### config.mk
export PLATFORM = sky130hd
export DESIGN_NAME = async_bus_engine
export DESIGN_NICKNAME = d
export VERILOG_FILES = /design/src/rtl/abg_pkg.sv /design/src/rtl/abg_cfg_select.sv /design/src/rtl/abg_cycle_fsm.sv /design/src/rtl/abg_datapath.sv /design/src/rtl/async_bus_engine.sv
export SDC_FILE = /design/constraint.sdc
export NUM_CORES = 1
export LEC_CHECK = 0
export CAP_MARGIN = 20
export CORE_ASPECT_RATIO = 1.75
export CORE_MARGIN = 4
export CORE_UTILIZATION = 39
export CTS_CLUSTER_DIAMETER = 80
export DETAILED_ROUTE_END_ITERATION = 10
export PLACE_DENSITY_LB_ADDON = 0.3
export SLEW_MARGIN = 20
export SYNTH_ARGS = -nofsm -noshare
export SYNTH_HDL_FRONTEND = slang
export SYNTH_HIERARCHICAL = 1
export SYNTH_SLANG_ARGS = --single-unit
### constraint.sdc
create_clock -name clk -period 6.7 [get_ports clk]
set_clock_uncertainty 0.1 [all_clocks]
set_input_delay 1.005 -clock clk [delete_from_list [all_inputs] [get_ports clk]]
set_output_delay 1.005 -clock clk [all_outputs]
set_load 0.05 [all_outputs]
### src/rtl/abg_pkg.sv
`timescale 1ns/1ps
package abg_pkg;

  typedef struct packed {
    logic       wide;
    logic       big;
    logic       ack_en;
    logic       wprot;
    logic [3:0] setup;
    logic [3:0] wt;
    logic [3:0] hold;
  } cs_cfg_t;

  typedef enum logic [2:0] {
    PH_IDLE,
    PH_SETUP,
    PH_STROBE,
    PH_HOLD,
    PH_RESP
  } phase_e;

  // Byte reversal of a 32-bit word; it is its own inverse.
  function automatic logic [31:0] byte_rev(input logic [31:0] d);
    return {d[7:0], d[15:8], d[23:16], d[31:24]};
  endfunction

  // Word as it appears on the device lanes for the chosen byte order.
  function automatic logic [31:0] lane_image(input logic [31:0] d, input logic big);
    return big ? byte_rev(d) : d;
  endfunction

  // First timed phase of a beat: skip the lead-in when its count is zero.
  function automatic phase_e entry_phase(input logic [3:0] setup);
    return (setup != 4'd0) ? PH_SETUP : PH_STROBE;
  endfunction

endpackage

### src/rtl/abg_cfg_select.sv
`timescale 1ns/1ps
module abg_cfg_select
  import abg_pkg::*;
#(
  parameter int NUM_CS = 6,
  parameter int SEL_W  = 3
) (
  input  logic [NUM_CS-1:0]   cfg_wide,
  input  logic [NUM_CS-1:0]   cfg_big,
  input  logic [NUM_CS-1:0]   cfg_ack_en,
  input  logic [NUM_CS-1:0]   cfg_wprot,
  input  logic [NUM_CS*4-1:0] cfg_setup,
  input  logic [NUM_CS*4-1:0] cfg_wait,
  input  logic [NUM_CS*4-1:0] cfg_hold,
  input  logic [SEL_W-1:0]    sel,
  output cs_cfg_t             sel_cfg,
  output logic                sel_ok
);

  cs_cfg_t cs_tab [NUM_CS];

  for (genvar i = 0; i < NUM_CS; i++) begin : g_cs
    assign cs_tab[i] = '{wide:   cfg_wide[i],
                         big:    cfg_big[i],
                         ack_en: cfg_ack_en[i],
                         wprot:  cfg_wprot[i],
                         setup:  cfg_setup[4*i +: 4],
                         wt:     cfg_wait[4*i +: 4],
                         hold:   cfg_hold[4*i +: 4]};
  end

  always_comb begin
    sel_ok  = (int'(sel) < NUM_CS);
    sel_cfg = '0;
    for (int i = 0; i < NUM_CS; i++) begin
      if (sel == SEL_W'(i)) sel_cfg = cs_tab[i];
    end
  end

endmodule

### src/rtl/abg_cycle_fsm.sv
`timescale 1ns/1ps
module abg_cycle_fsm
  import abg_pkg::*;
#(
  parameter int TMO   = 255,
  parameter int CNT_W = 8
) (
  input  logic       clk,
  input  logic       rst_n,
  input  logic       go,
  input  logic       go_err,
  input  logic       split,
  input  logic       ack_en,
  input  logic [3:0] setup,
  input  logic [3:0] wt,
  input  logic [3:0] hold,
  input  logic       ack,
  output phase_e     phase,
  output logic       beat,
  output logic       strobe_end,
  output logic       tmo_hit,
  output logic       err_q
);

  localparam logic [CNT_W-1:0] TMO_LAST = CNT_W'(TMO - 1);

  logic [CNT_W-1:0] cnt;
  phase_e           nxt;
  logic             nxt_beat;
  logic             restart;

  function automatic logic last_of(input logic [CNT_W-1:0] c, input logic [3:0] n);
    return (c + CNT_W'(1)) == CNT_W'(n);
  endfunction

  always_comb begin
    tmo_hit    = (phase == PH_STROBE) && ack_en && !ack && (cnt == TMO_LAST);
    strobe_end = (phase == PH_STROBE) &&
                 (ack_en ? (ack || cnt == TMO_LAST) : (cnt == CNT_W'(wt)));
    nxt      = phase;
    nxt_beat = beat;
    case (phase)
      PH_IDLE: if (go) begin
        nxt      = go_err ? PH_RESP : entry_phase(setup);
        nxt_beat = 1'b0;
      end
      PH_SETUP: if (last_of(cnt, setup)) nxt = PH_STROBE;
      PH_STROBE: if (strobe_end) begin
        if (tmo_hit)               nxt = PH_RESP;
        else if (hold != 4'd0)     nxt = PH_HOLD;
        else if (split && !beat) begin
          nxt      = entry_phase(setup);
          nxt_beat = 1'b1;
        end
        else                       nxt = PH_RESP;
      end
      PH_HOLD: if (last_of(cnt, hold)) begin
        if (split && !beat) begin
          nxt      = entry_phase(setup);
          nxt_beat = 1'b1;
        end
        else nxt = PH_RESP;
      end
      PH_RESP: nxt = PH_IDLE;
      default: nxt = PH_IDLE;
    endcase
    restart = (nxt != phase) || (nxt_beat != beat);
  end

  always_ff @(posedge clk) begin
    if (!rst_n) begin
      phase <= PH_IDLE;
      beat  <= 1'b0;
      cnt   <= '0;
      err_q <= 1'b0;
    end else begin
      phase <= nxt;
      beat  <= nxt_beat;
      cnt   <= restart ? '0 : cnt + CNT_W'(1);
      if (phase == PH_IDLE && go) err_q <= go_err;
      else if (tmo_hit)           err_q <= 1'b1;
    end
  end

  // a strobe never outlives the acknowledge limit
  a_r10_strobe_bounded: assert property (@(posedge clk) disable iff (!rst_n)
    (phase == PH_STROBE) |-> (cnt <= TMO_LAST));

  // the response phase lasts one cycle
  a_r12_resp_single: assert property (@(posedge clk) disable iff (!rst_n)
    (phase == PH_RESP) |=> (phase == PH_IDLE));

endmodule

### src/rtl/abg_datapath.sv
`timescale 1ns/1ps
module abg_datapath
  import abg_pkg::*;
(
  input  logic        clk,
  input  logic        rst_n,
  input  logic        load,
  input  logic        load_wr,
  input  logic        load_big,
  input  logic [31:0] wdata,
  input  logic        big,
  input  logic        wide,
  input  logic        beat,
  input  logic        cap,
  input  logic [31:0] dq_i,
  output logic [31:0] dq_o,
  output logic [31:0] rdata
);

  logic [31:0] img;

  always_ff @(posedge clk) begin
    if (!rst_n) begin
      img <= '0;
    end else if (load) begin
      img <= load_wr ? lane_image(wdata, load_big) : '0;
    end else if (cap) begin
      if (wide)      img        <= dq_i;
      else if (beat) img[31:16] <= dq_i[15:0];
      else           img[15:0]  <= dq_i[15:0];
    end
  end

  assign dq_o  = wide ? img : {16'h0000, beat ? img[31:16] : img[15:0]};
  assign rdata = lane_image(img, big);

endmodule

### src/rtl/async_bus_engine.sv
`timescale 1ns/1ps
module async_bus_engine
  import abg_pkg::*;
#(
  parameter int NUM_CS = 6,
  parameter int ADDR_W = 24,
  parameter int TMO    = 255
) (
  input  logic                clk,
  input  logic                rst_n,
  input  logic                req_valid,
  output logic                req_ready,
  input  logic                req_write,
  input  logic [ADDR_W-1:2]   req_addr,
  input  logic [31:0]         req_wdata,
  output logic                rsp_valid,
  output logic                rsp_err,
  output logic [31:0]         rsp_rdata,
  input  logic [NUM_CS-1:0]   cfg_wide,
  input  logic [NUM_CS-1:0]   cfg_big,
  input  logic [NUM_CS-1:0]   cfg_ack_en,
  input  logic [NUM_CS-1:0]   cfg_wprot,
  input  logic [NUM_CS*4-1:0] cfg_setup,
  input  logic [NUM_CS*4-1:0] cfg_wait,
  input  logic [NUM_CS*4-1:0] cfg_hold,
  output logic [NUM_CS-1:0]   bus_cs_n,
  output logic                bus_oe_n,
  output logic                bus_we_n,
  output logic [ADDR_W-1:0]   bus_addr,
  output logic [31:0]         bus_dq_o,
  output logic                bus_dq_oe,
  input  logic [31:0]         bus_dq_i,
  input  logic                bus_ack
);

  localparam int SEL_W = (NUM_CS > 1) ? $clog2(NUM_CS) : 1;
  localparam int CNT_W = $clog2(TMO + 1);

  // named internal events
  logic                accept;
  logic                active;
  logic                strobe_end;
  logic                tmo_hit;
  logic                err_q;
  logic                beat;
  logic                sel_ok;
  logic                go_err;
  logic [SEL_W-1:0]    sel;
  cs_cfg_t             sel_cfg;
  cs_cfg_t             act_cfg;
  logic [SEL_W-1:0]    act_cs;
  logic                act_wr;
  logic [ADDR_W-1:2]   act_addr;
  logic                idle;
  phase_e              phase;
  logic [31:0]         dp_rdata;

  assign sel    = req_addr[ADDR_W-1 -: SEL_W];
  assign idle   = (phase == PH_IDLE);
  assign accept = req_valid && idle;
  assign go_err = !sel_ok || (req_write && sel_cfg.wprot);
  assign active = (phase == PH_SETUP) || (phase == PH_STROBE) || (phase == PH_HOLD);

  abg_cfg_select #(.NUM_CS(NUM_CS), .SEL_W(SEL_W)) u_sel (
    .cfg_wide(cfg_wide), .cfg_big(cfg_big), .cfg_ack_en(cfg_ack_en),
    .cfg_wprot(cfg_wprot), .cfg_setup(cfg_setup), .cfg_wait(cfg_wait),
    .cfg_hold(cfg_hold), .sel(sel), .sel_cfg(sel_cfg), .sel_ok(sel_ok)
  );

  always_ff @(posedge clk) begin
    if (!rst_n) begin
      act_cfg  <= '0;
      act_cs   <= '0;
      act_wr   <= 1'b0;
      act_addr <= '0;
    end else if (accept) begin
      act_cfg  <= sel_cfg;
      act_cs   <= sel;
      act_wr   <= req_write;
      act_addr <= req_addr;
    end
  end

  abg_cycle_fsm #(.TMO(TMO), .CNT_W(CNT_W)) u_fsm (
    .clk(clk), .rst_n(rst_n),
    .go(accept), .go_err(go_err),
    .split (idle ? !sel_cfg.wide  : !act_cfg.wide),
    .ack_en(idle ? sel_cfg.ack_en : act_cfg.ack_en),
    .setup (idle ? sel_cfg.setup  : act_cfg.setup),
    .wt    (idle ? sel_cfg.wt     : act_cfg.wt),
    .hold  (idle ? sel_cfg.hold   : act_cfg.hold),
    .ack(bus_ack),
    .phase(phase), .beat(beat), .strobe_end(strobe_end),
    .tmo_hit(tmo_hit), .err_q(err_q)
  );

  abg_datapath u_dp (
    .clk(clk), .rst_n(rst_n),
    .load(accept), .load_wr(req_write), .load_big(sel_cfg.big), .wdata(req_wdata),
    .big(act_cfg.big), .wide(act_cfg.wide), .beat(beat),
    .cap(strobe_end && !act_wr && !tmo_hit),
    .dq_i(bus_dq_i), .dq_o(bus_dq_o), .rdata(dp_rdata)
  );

  for (genvar i = 0; i < NUM_CS; i++) begin : g_csn
    assign bus_cs_n[i] = !(active && act_cs == SEL_W'(i));
  end

  assign bus_oe_n  = !((phase == PH_STROBE) && !act_wr);
  assign bus_we_n  = !((phase == PH_STROBE) &&  act_wr);
  assign bus_dq_oe = active && act_wr;
  assign bus_addr  = {act_addr, beat, 1'b0};
  assign req_ready = idle;
  assign rsp_valid = (phase == PH_RESP);
  assign rsp_err   = err_q;
  assign rsp_rdata = (err_q || act_wr) ? '0 : dp_rdata;

  // at most one select line is active
  a_r2_single_cs: assert property (@(posedge clk) disable iff (!rst_n)
    $onehot0(~bus_cs_n));

  // read and write strobes are never active together
  a_r4_strobe_exclusive: assert property (@(posedge clk) disable iff (!rst_n)
    !(!bus_oe_n && !bus_we_n));

  // a strobe only appears inside an active select
  a_r5_strobe_within_cs: assert property (@(posedge clk) disable iff (!rst_n)
    (!bus_oe_n || !bus_we_n) |-> (bus_cs_n != {NUM_CS{1'b1}}));

  // a blocked write yields an error response and no select
  a_r11_protect_no_cycle: assert property (@(posedge clk) disable iff (!rst_n)
    (accept && req_write && sel_ok && sel_cfg.wprot)
      |=> (bus_cs_n == {NUM_CS{1'b1}}) && rsp_valid && rsp_err);

  // no write strobe ever reaches a protected region
  a_r11_no_prot_write: assert property (@(posedge clk) disable iff (!rst_n)
    !bus_we_n |-> !act_cfg.wprot);

  // a 32-bit device only sees word-aligned addresses
  a_r6_wide_aligned: assert property (@(posedge clk) disable iff (!rst_n)
    (active && act_cfg.wide) |-> (bus_addr[1:0] == 2'b00));

  // the block is ready again right after its response
  a_r12_ready_after_resp: assert property (@(posedge clk) disable iff (!rst_n)
    rsp_valid |=> req_ready);

endmodule

# Word level (Yosys, flattened, before mapping)
# Cells that the tools add are included.
dict set report totals {
  in_bits 187
  mem_bits_ro 0
  regBits 86
  wordCells 132
  ram_bits 0
  out_inout_bits 100
  latch_bits 0
  n_memories 0
}
dict set report classes {
  reduce_logical 51
  shift 0
  mux 42
  order_cmp 1
  n_bitwise 1
  eq_ne 21
  n_mul 0
  add_sub_neg 1
  n_div 0
}
# cell count
set op_table {}
lappend op_table {{32-bit 2-to-1 mux} 8}
lappend op_table {{16-bit 2-to-1 mux} 9}
lappend op_table {{8-bit by 4-bit equality test with 1-bit output} 3}
lappend op_table {{3-bit 2-to-1 mux} 8}
lappend op_table {{1-bit logical AND} 19}
lappend op_table {{3-bit by 2-bit equality test with 1-bit output (second input constant)} 6}
lappend op_table {{3-bit equality test (second input constant)} 5}
lappend op_table {{1-bit zero test} 15}
lappend op_table {{4-bit 2-to-1 mux} 3}
lappend op_table {{3-bit case mux with 4 select lines} 1}
lappend op_table {{1-bit 2-to-1 mux} 11}
lappend op_table {{3-bit by 1-bit equality test with 1-bit output (second input constant)} 3}
lappend op_table {{3-bit zero test} 3}
lappend op_table {{8-bit by 1-bit adder with 8-bit output (second input constant)} 1}
lappend op_table {{8-bit equality test (second input constant)} 1}
lappend op_table {{4-bit nonzero test} 2}
lappend op_table {{1-bit logical OR} 6}
lappend op_table {{2-bit AND reduction} 2}
lappend op_table {{2-bit nonzero test} 2}
lappend op_table {{3-bit less-than comparator (second input constant)} 1}
lappend op_table {{3-bit by 2-bit != test with 1-bit output (second input constant)} 1}
lappend op_table {{3-bit != test} 1}
lappend op_table {{1-bit case mux with 3 select lines} 1}
lappend op_table {{3-bit nonzero test} 1}
lappend op_table {{4 further kinds} 4}

# Longest topological paths before layout
# Gate-level depths: netlist (run 1).
dict set report depth {
  word_depth 18
  depth_mapped 17
  mapped_depth_nobuf 12
}

# Modules after synthesis
# The synthesis (run 1) kept the hierarchy.
# module instances area_per_inst_um2 cells_per_inst seq_area_each_um2
set modules_own_cells {}
lappend modules_own_cells {abg_datapath 1 2748.9 296 640.6}
lappend modules_own_cells {async_bus_engine 1 2065.7 240 760.7}
lappend modules_own_cells {abg_cycle_fsm 1 1063.5 120 260.2}
lappend modules_own_cells {abg_cfg_select 1 992.2 115 0.0}

# Worst setup path after synthesis (run 1)
# OpenSTA, ideal clock, no wires.
dict set report synth_path {
  path_type {input to register}
  from {input req_addr[23] in the netlist's numbering}
  to {register u_dp.img[21]}
  required_time_ns 6.481
  t_arrival_ns 4.133
  n_path_buf 4
  setup_ns 0.119
  setup_slack_ns 2.348
  stages 16
  path_cell_list {buf_4 > and3b_1 > buf_2 > buf_6 > nand2_1 > o221ai_2 > mux2_2 > xor2_1 > or3_4 > o22ai_4 > nor2b_1 > nor3b_1 > o21a_4 > buf_1 > a21oi_1 > o221a_1}
}
# item line_no
set synth_rtl {}
lappend synth_rtl {{from (decl)} async_bus_engine.sv:14} ;# input logic [ADDR_W-1:2] req_addr,
lappend synth_rtl {{to (signal assigned)} abg_datapath.sv:26} ;# img <= load_wr ? lane_image(wdata, load_big) : '0;
lappend synth_rtl {{to (signal assigned)} abg_datapath.sv:28} ;# if (wide) img <= dq_i;
lappend synth_rtl {{to (signal assigned)} abg_datapath.sv:29} ;# else if (beat) img[31:16] <= dq_i[15:0];
lappend synth_rtl {{to (decl)} abg_datapath.sv:20} ;# logic [31:0] img;

==> results.md, run 1 <==
- Reg2Reg Setup Slack: 2250 ps
- H-Tree Depth: 3
- Reg-to-Reg Start: u_fsm/phase[2]
- Worst slew pin tran: 1135 ps
- Max-cap viol count: 0
- Final WL: 25080 µm
- Share of cells above drive strength 1: 12.25%
- Post-synth EDFFs: 0
- Most common cell in the synthesized netlist: mux2i_1
- TritonRoute pass-1 iters: 5
- Fin. max-slew vios: 0
- Area leader, netlist: dfxtp_1
- Routed len/inst: 20.17 µm
- Adder-cell share of the synthesized area: 0.3642%
- Post-synthesis sequential area ratio: 24.19%
- Critical path cell sequence: clkdlybuf4s50_1, nand2b_1, o221ai_2, mux2_2, xor2_1, or3_4, o22ai_4, nor2b_1, nor3b_2, buf_4, o21a_4, or2_1, o221a_2
- Critical path's slowest cell: clkdlybuf4s50_1
- Placement Setup Slack: 995.7 ps
- FP Rows: 64
- Worst hold margin: 354.2 ps
- IO Port Bufs: 285
- Synth Instances: 771
- Fin Setup TNS: 0 ps
- ANT cells: 0
- Crit Path Category: primary input to register
- Min-Delay Path Class: register to register
- Core ar.: 17380 µm²
- TritonCTS Buffers: 9
- Maximum clock frequency: 186.8 MHz
- Final ANT Viol Nets: 0
- Root buffer cell: clkbuf_16
- DRC Markers: 0
- Initial Util: 39.54%
- Hold path cells: 2
- Final WS setup: 1347 ps
- Final setup violating endpoints: 0
- Drt initial violations: 229
- Routed via count: 6809
- Post-synthesis mux area share: 27.63%
- Final layout net count: 1196
- Pin count of the biggest net entering global routing: 69
- Period minus WS final: 5353 ps
- Vias in the first global route: 6795
- Post-layout power: 3.309 mW
- Post-Syn Nets: 960
- Horiz. Die Dim: 108.3 µm
- Fraction of the mapped netlist area in compound gates: 17.28%
- Clock sink total: 83
- Peak supply drop: 274.8 µV
- Worst skew pair latency: 340 ps
- Gr ovfl total: 0
- YS warnings: 6
- Area delta synth->final: 45.82%
- Biggest fanout along the worst timing path: 33
- Initial antenna violation count: 0
- IO Count: 287
- Lkg Pwr: 3.983 nW
- PD cells: 330.3 nW/µm²
- Reg2reg path depth: 11
- Synth cell count leaders: mux2i_1 (121), nand2_1 (103), dfxtp_1 (83), mux2_2 (61), and2_1 (49)
- WP buf/inv: 2
- Mapped cell area: 6870 µm²
- Postcts setup bufs: 0
- Worst hold start: act_addr[11]
- Primary FF master, synth: dfxtp_1
- Startpoint Class: primary input
- Share of flip-flops with an asynchronous set or reset: 0%
- Status: complete, no violations
- Yosys reg bits: 83
- Delay-heaviest family, CP: simple AND/OR/NAND/NOR gates
- Syn Area/Cell: 8.911 µm²
- Unique masters post-synth: 66
- Arrival time worst endpoint: 5540 ps
- CTS Buffer Depth: 2
- Total GRT Usage: 24.27%
- R2r endpoint: u_dp/img[19]
- Cts hold-fix bufs: 0
- Non-Filler Instances: 1243
- Slew margin rel.: 23.29%
- Die area: 19890 µm²
- Post-synth top area share: 24.19%
- WHS Endpoint: act_addr[11]
- Fillers: 1615
- CTS tree: built
- WP data required: 6890 ps
- Fin crit share: 79.89%
- Detailed-placement wirelength estimate: 19730 µm
- Vias/cell: 5.478
- Gpl congestion: 1.008
- Clock transition at path regs: 70 ps
- Hold Fails Final Rpt: 0
- Simple-gate share of the synthesized area: 21.16%
- DIE HEIGHT: 183.6 µm
- Placed cells: 1226
- RSZ-0062 raised after global routing: no
- Largest stage delay, worst path: 910 ps
- Crit end category: register
- Synth top area cells: dfxtp_1 (24%), mux2i_1 (18%), mux2_2 (10%)
- Global-route wire length before repair: 37440 µm
- Post-CTS sizing: 0
- XOR/XNOR share of the synthesized area: 2.695%
- Largest family of logic cells by synthesized area: multiplexers
## cell families after synthesis
logic type	count (synthesis)
AOI/OAI and AO/OA	137
xor gates and xnor gates	18
adders and majority gates	2
buffers and inverters	81
DFF	83
muxes	182
other	1
and+or+nand+nor	267
## cell type report
type,instances,area (µm²),area share (%)
timing repair buffer,299,2970,29.65
inverter,7,26.28,0.2623
clock buffer,9,225.2,2.248
multi-input combinational,607,4770,47.61
sequential,83,1662,16.59
clock inverter,7,76.32,0.7618
tap,231,289.0,2.885
## worst min-delay path: cells and delay by family (launching register included)
kind	cells	cell delay, ps
mux	1	50
simple gates	1	50
flops	1	310
## placed cells by master, fill, tap and decap left out, types with 4 or more instances in the layout
cell and instances:
o221a_2 6, nor4_1 8, nand3_1 8, xnor2_1 6
o311a_1 16, a21boi_0 16, nor2b_1 5, and2_1 49
nand2_1 103, mux2_2 61, dfxtp_1 83, o21a_1 17
a21oi_1 21, o221a_1 9, o21ai_0 16, clkdlybuf4s50_1 283
nor2_1 26, nand2b_1 4, mux2i_1 121, buf_4 14
xor2_1 10, o221ai_2 13, inv_1 7, nand3b_1 18
clkbuf_16 9, and3_1 21
## per-stage QoR
stage,util (%),cell area [µm²]
after floorplan,-,6870
after global placement,55.76,9689
after detailed placement,55.76,9689
after CTS,57.50,9991
after global routing,57.65,10020
final,57.65,10020
## report_power, final
part,leakage [nW],switching (mW),internal (mW)
sequential,0.682,0.178,0.617
clock,0.142,0.220,0.292
combinational,3.16,1.18,0.823
total,3.98,1.58,1.73
## how the worst max path moves through the flow
| stage | start | end | slack, ps | cells past startpoint |
|---|---|---|---|---|
| final | req_addr[22] | u_dp/img[19] | 1350 | 13 |
| after floorplan | req_addr[23] | u_dp/img[21] | 2350 | 16 |
| after global routing | req_addr[22] | u_dp/img[16] | 1070 | 13 |
| after global placement | req_addr[22] | u_dp/img[30] | 1090 | 13 |
| after detailed placement | req_addr[22] | u_dp/img[17] | 1000 | 13 |
| after CTS | req_addr[22] | u_dp/img[19] | 1350 | 13 |
## flip-flops by register name (all words and copies together) (netlist names)
name / cells
act_wr: 1
u_fsm/err_q: 1
act_cs: 3
u_fsm/beat: 1
act_cfg: 15
u_fsm/cnt: 8
act_addr: 19
u_fsm/phase: 3
u_dp/img: 32
## per-layer routing
layer | global-route usage [%] | up-vias | routed length (µm)
met4 | 13.70 | 0 | 1387
met2 | 47.01 | 292 | 13530
met5 | 0 | - | 0
li1 | - | 3270 | -
met3 | 5.097 | 46 | 1856
met1 | 22.91 | 3201 | 8304
(Power assumes the default switching activity.)
==> run 2: changes to the inputs <==
==> constraint.sdc (replaced) <==
create_clock -name clk -period 5.08 [get_ports clk]
set_clock_uncertainty 0.1 [all_clocks]
set_input_delay 0.762 -clock clk [delete_from_list [all_inputs] [get_ports clk]]
set_output_delay 0.762 -clock clk [all_outputs]
set_load 0.05 [all_outputs]
==> run 2 against run 1 <==
Effect of this change: global-route usage about the same; non-clock buffer count increased by 8; register-to-register slack got worse by 1200 ps; worst setup slack got worse by 510 ps; largest cell class unchanged; largest power group unchanged; combinational power increased by 32%; flip-flop and latch count unchanged; clock-buffer cell count increased by 3; sequential share of layout area decreased by 0.14 points; sequential power increased by 31%; critical path depth unchanged; first-iteration DRC count increased by 18%; cell area increased by 0.82%.
==> results.md, run 2 (synthesis results as in run 1) <==
- Share of cells above drive strength 1: 12.75% (+0.49 points)
- Drt initial violations: 270 (+18%)
- Routed len/inst: 19.75 µm (-2.1%)
- Hold Fails Final Rpt: 0 (unchanged)
- H-Tree Depth: 3 (unchanged)
- PD cells: 441.9 nW/µm² (+34%)
- Pin count of the biggest net entering global routing: 73 (+5.8%)
- Horiz. Die Dim: 108.3 µm (unchanged)
- Biggest fanout along the worst timing path: 17 (-48%)
- Final setup violating endpoints: 0 (unchanged)
- Postcts setup bufs: 0 (unchanged)
- Dpl cell area: 9757 µm² (+0.70%)
- WP buf/inv: 2 (unchanged)
- Min-Delay Path Class: register to register
- Post-CTS sizing: 0 (unchanged)
- CTS Buffer Depth: 2 (unchanged)
- Worst slew pin tran: 815.0 ps (-319.7 ps)
- Met3 WL: 1753 µm (-5.5%)
- Reg2reg path depth: 11 (unchanged)
- Core ar.: 17380 µm² (unchanged)
- WL met2: 12870 µm (-4.9%)
- Cts hold-fix bufs: 0 (unchanged)
- Vias in the first global route: 7164 (+5.4%)
- Critical path's slowest cell: clkdlybuf4s50_1
- Slew margin rel.: 45.67% (+22 points)
- TritonCTS Buffers: 9 (unchanged)
- Startpoint Class: primary input
- Maximum clock frequency: 235.5 MHz
- Lkg Pwr: 4.035 nW (+1.3%)
- Max-cap viol count: 0 (unchanged)
- IO Port Bufs: 285 (unchanged)
- CTS tree: built
- Hold path cells: 2 (unchanged)
- Critical path cell sequence: clkdlybuf4s50_1, buf_4, o21a_1, o221ai_2, mux2_2, xor2_1, or3_4, o22ai_4, nor2b_1, nor3b_2, o21a_4, or2_1, o221a_2
- Initial Util: 39.54% (unchanged)
- Crit Path Category: primary input to register
- Final layout net count: 1204 (+0.67%)
- RSZ-0062 raised after global routing: no
- Fin crit share: 83.58%
- Most frequent cells in the layout: clkdlybuf4s50_1 (283), mux2i_1 (121), nand2_1 (103)
- Largest regs: u_dp/img (32), act_addr (19), act_cfg (15)
- Worst skew pair latency: 340 ps (about the same)
- Fin. max-slew vios: 0 (unchanged)
- Peak supply drop: 398.5 µV (+45%)
- Clock transition at path regs: 60 ps (about the same)
- TritonRoute pass-1 iters: 4 (-1)
- Root buffer cell: clkbuf_16
- FP Rows: 64 (unchanged)
- ANT cells: 0 (unchanged)
- WP data required: 5270 ps (-1620 ps)
- Area delta synth->final: 47.02%
- Clock sink total: 83 (unchanged)
- Routed via count: 6859 (+0.73%)
- DRC Markers: 0 (unchanged)
- Biggest register: u_dp/img
- Total GRT Usage: 24.28% (about the same)
- Vias/cell: 5.483 (about the same)
- Status: complete, no violations
- Post-route cell area: 10100 µm² (+0.82%)
- Period minus WS final: 4246 ps
- Highest Signal Layer: met4
- Crit end category: register
- Final ANT Viol Nets: 0 (unchanged)
- Max reg flops: 32 (unchanged)
- Initial antenna violation count: 0 (unchanged)
- Global-route wire length before repair: 37470 µm (about the same)
- Gr ovfl total: 0 (unchanged)
- Delay-heaviest family, CP: simple AND/OR/NAND/NOR gates
- WL met1: 8217 µm (-1.0%)
- Largest stage delay, worst path: 580 ps (-330 ps)
- Fin Setup TNS: 0 ps (unchanged)
- Most common cell after layout, fill and taps aside: clkdlybuf4s50_1
- Die area: 19890 µm² (unchanged)
- Fillers: 1610 (-0.31%)
- Detailed-placement wirelength estimate: 19550 µm (-0.95%)
- Critical path depth: 13 (unchanged)
- Gpl congestion: 0.9740 (-3.4%)
- IO Count: 287 (unchanged)
- Post-layout power: 4.464 mW (+35%)
- Final WL: 24700 µm (-1.5%)
- Arrival time worst endpoint: 4440 ps (-1100 ps)
- DIE HEIGHT: 183.6 µm (unchanged)
## run 2: cell count changes in the layout (fill, tap and decap cells not counted)
| cell | before | now |
|---|---|---|
| buf_4 | 14 | 23 |
| clkbuf_8 | 0 | 1 |
| clkinvlp_4 | 2 | 1 |
| clkinv_4 | 1 | 0 |
| inv_6 | 2 | 0 |
| clkbuf_1 | 0 | 2 |
| buf_16 | 1 | 0 |
| bufinv_16 | 1 | 3 |
| clkinv_2 | 1 | 0 |
## run 2: layout make-up
cell class	instances	area, µm²	share of cell area (%)
Clock inverter	4	97.59	0.9662
Clock buffer	12	246.5	2.440
Tap cell	231	289.0	2.861
Multi-Input combinational cell	607	4770	47.22
Inverter	7	26.28	0.2601
Sequential cell	83	1662	16.45
Timing Repair Buffer	307	3010	29.80
## run 2: per-layer routing
| layer | vias to the layer above | global-route usage [%] |
|---|---|---|
| li1 | 3290 | - |
| met1 | 3201 | 22.85 |
| met2 | 300 | 45.11 |
| met3 | 68 | 5.272 |
| met4 | 0 | 17.49 |
| met5 | - | 0 |
## run 2: path summary, 6_finish.rpt
path                                     start      endpoint  slack [ps]
worst max register to register  u_fsm/phase[1]  u_dp/img[30]        1100
worst min-delay path                act_cfg[2]    act_cfg[2]         360
worst max-delay path              req_addr[22]  u_dp/img[30]         830
worst min register to register      act_cfg[2]    act_cfg[2]         360
## run 2: metrics by stage
step	utilization, %	hold WS, ps	worst slack (ps)	std cells
after floorplan	-	332.2	971.0	771
after global placement	56.15	340.5	552.3	1235
after detailed placement	56.15	349.3	495.6	1235
after CTS	58.13	358.0	864.4	1251
after global routing	58.13	374.7	603.6	1251
final	58.13	356.4	834.1	1251
## run 2: where the power goes
| part | switching, mW | internal, mW |
|---|---|---|
| clock network | 0.277 | 0.495 |
| logic | 1.55 | 1.10 |
| registers | 0.224 | 0.814 |
| total | 2.05 | 2.41 |
## run 2: worst min-delay path, stage by stage, from the launching register on
cell	delay, ps
dfxtp_1	310
nand2_1	50
mux2i_1	50
==> run 3: changes to the inputs <==
==> constraint.sdc (replaced) <==
create_clock -name clk -period 3.7 [get_ports clk]
set_clock_uncertainty 0.1 [all_clocks]
set_input_delay 0.555 -clock clk [delete_from_list [all_inputs] [get_ports clk]]
set_output_delay 0.555 -clock clk [all_outputs]
set_load 0.05 [all_outputs]
==> run 3 against run 2 <==
Effect of this change: die area unchanged; non-clock buffer count up 32; worst setup slack got worse by 540 ps; critical path depth up 1; clock power up 30%; largest power group unchanged.
==> results.md, run 3 (synthesis results as in run 1) <==
- Startpoint Class: primary input
- Fin. max-slew vios: 0 (unchanged)
- Crit path launch: cfg_wait[2]
- Fillers: 1561 (-3.0%)
- Sw Share: 46.26% (+0.24 points)
- Crit Path Category: primary input to register
- Worst hold start: act_addr[3]
- RSZ-0062 raised after global routing: no
- Area delta synth->final: 51.27%
- Fin Setup TNS: 0 ps (unchanged)
- Slew margin rel.: 40.70% (-5.0 points)
- Vias in the first global route: 7105 (-0.82%)
- Global-route wire length before repair: 38240 µm (+2.0%)
- Root buffer cell: clkbuf_16
- Drt initial violations: 219 (-19%)
- Cts hold-fix bufs: 0 (unchanged)
- Gpl congestion: 0.9723 (-0.17%)
- Period minus WS final: 3403 ps
- Critical path's slowest cell: clkdlybuf4s50_1
- Dpl cell area: 10050 µm² (+3.0%)
- Max reg flops: 32 (unchanged)
- Clock transition at path regs: 70 ps (about the same)
- Initial Util: 39.54% (unchanged)
- Biggest fanout along the worst timing path: 31 (+14)
- Worst skew pair latency: 340 ps (about the same)
- CTS Buffer Depth: 2 (unchanged)
- Largest regs: u_dp/img (32), act_addr (19), act_cfg (15)
- Largest stage delay, worst path: 420 ps (-160 ps)
- Vias/cell: 5.369 (-2.1%)
- Worst slew pin tran: 889.5 ps (+74.49 ps)
- Share of cells above drive strength 1: 17.40% (+4.7 points)
- Total GRT Usage: 24.80% (+0.52 points)
- Postcts setup bufs: 0 (unchanged)
- Most common cell after layout, fill and taps aside: clkdlybuf4s50_1
- Final WL: 25330 µm (+2.5%)
- CTS tree: built
- WP data required: 3830 ps (-1440 ps)
- Fin crit share: 91.98%
- Pin count of the biggest net entering global routing: 67 (-8.2%)
- ANT cells: 0 (unchanged)
- Hold Fails Final Rpt: 0 (unchanged)
- Reg area: 1662 µm² (unchanged)
- Die area: 19890 µm² (unchanged)
- Post-CTS sizing: 0 (unchanged)
- Biggest register: u_dp/img
- Final ANT Viol Nets: 0 (unchanged)
- Power Internal: 3.344 mW (+39%)
- FP Rows: 64 (unchanged)
- Post-route cell area: 10390 µm² (+2.9%)
- Horiz. Die Dim: 108.3 µm (unchanged)
- Final layout net count: 1236 (+2.7%)
- Seq pwr share: 22.5% (-0.7 points)
- TritonRoute pass-1 iters: 4 (unchanged)
- Routed len/inst: 19.74 µm (about the same)
- Reg2reg path depth: 9 (-2)
- Lkg Pwr: 4.263 nW (+5.6%)
- H-Tree Depth: 3 (unchanged)
- Clock sink total: 83 (unchanged)
- PD cells: 598.6 nW/µm² (+35%)
- Sw Pwr: 2.878 mW (+40%)
- Arrival time worst endpoint: 3530 ps (-910 ps)
- Max-cap viol count: 0 (unchanged)
- Status: complete, no violations
- Post-layout power: 6.221 mW (+39%)
- DRC Markers: 0 (unchanged)
- Crit end category: register
- IO Port Bufs: 285 (unchanged)
- R2r endpoint: u_fsm/cnt[6]
- Area of the multi-input gates: 4785 µm² (+0.31%)
- Peak supply drop: 510.8 µV (+28%)
- IO Count: 287 (unchanged)
- Clock share of power: 16.1% (-1.2 points)
- Placement Setup Slack: -236.1 ps (-731.7 ps)
- Min-Delay Path Class: register to register
- Final setup violating endpoints: 0 (unchanged)
- Most frequent cells in the layout: clkdlybuf4s50_1 (265), mux2i_1 (121), nand2_1 (103)
- Final WS setup: 296.9 ps (-537.2 ps)
- WHS Endpoint: act_addr[3]
- Routed via count: 6888 (+0.42%)
- Reg-to-Reg Start: u_fsm/phase[2]
- Gr ovfl total: 0 (unchanged)
- Maximum clock frequency: 293.8 MHz
- Initial antenna violation count: 0 (unchanged)
- Detailed-placement wirelength estimate: 20370 µm (+4.2%)
- Critical path cell sequence: clkdlybuf4s50_1, mux2i_1, o21a_1, o221ai_2, mux2_2, xor2_1, or3_4, o22ai_4, nor2b_1, nor3b_2, buf_4, buf_12, a21boi_0, o311a_1
- Fin util: 59.81% (+1.7 points)
- Core ar.: 17380 µm² (unchanged)
- Reg2Reg Setup Slack: 470 ps (-630 ps)
- Hold path cells: 2 (unchanged)
- TritonCTS Buffers: 9 (unchanged)
- Placed cells: 1267 (+2.6%)
- Worst hold margin: 355.0 ps (-1.357 ps)
- Non-Filler Instances: 1283 (+2.6%)
- DIE HEIGHT: 183.6 µm (unchanged)
- Comb pwr share: 61.4% (+1.9 points)
run 3: power groups by stage:
stage | registers [mW] | logic [mW] | clock network (mW)
global placement | 1.41 | 3.79 | 0
floorplan | 1.48 | 2.43 | 0
global route | 1.43 | 4.04 | 1.05
CTS | 1.40 | 3.83 | 1.02
finish | 1.40 | 3.82 | 1.00
detailed placement | 1.42 | 3.82 | 0
run 3: layer usage:
layer	GRT usage, %	wire [µm]
met5	0	0
met2	48.16	13680
met4	15.57	1665
met3	5.202	1830
met1	22.63	8153
run 3: final cells by class:
class	instances	area share, %
Clock buffer	10	2.300
Clock inverter	6	0.8548
Inverter	7	0.2528
Multi-Input combinational cell	607	46.04
Sequential cell	83	15.99
Tap cell	231	2.781
Timing Repair Buffer	339	31.78
run 3: worst max-delay path, delay by kind of cell:
kind / cells / cell delay [ps]
buffers and inverters: 3 / 730
multiplexers: 2 / 490
AND/OR/NAND/NOR: 3 / 690
XOR/XNOR: 1 / 140
AO/OA/AOI/OAI: 5 / 910
run 3: how the worst max path moves through the flow:
| stage | end | cells after the start | slack, ps |
|---|---|---|---|
| final | u_dp/img[4] | 14 | 300 |
| after CTS | u_dp/img[18] | 15 | 120 |
| after global routing | u_dp/img[3] | 14 | 130 |
| after floorplan | u_dp/img[10] | 15 | 40 |
| after detailed placement | u_dp/img[18] | 15 | -240 |
| after global placement | u_dp/img[5] | 15 | -190 |
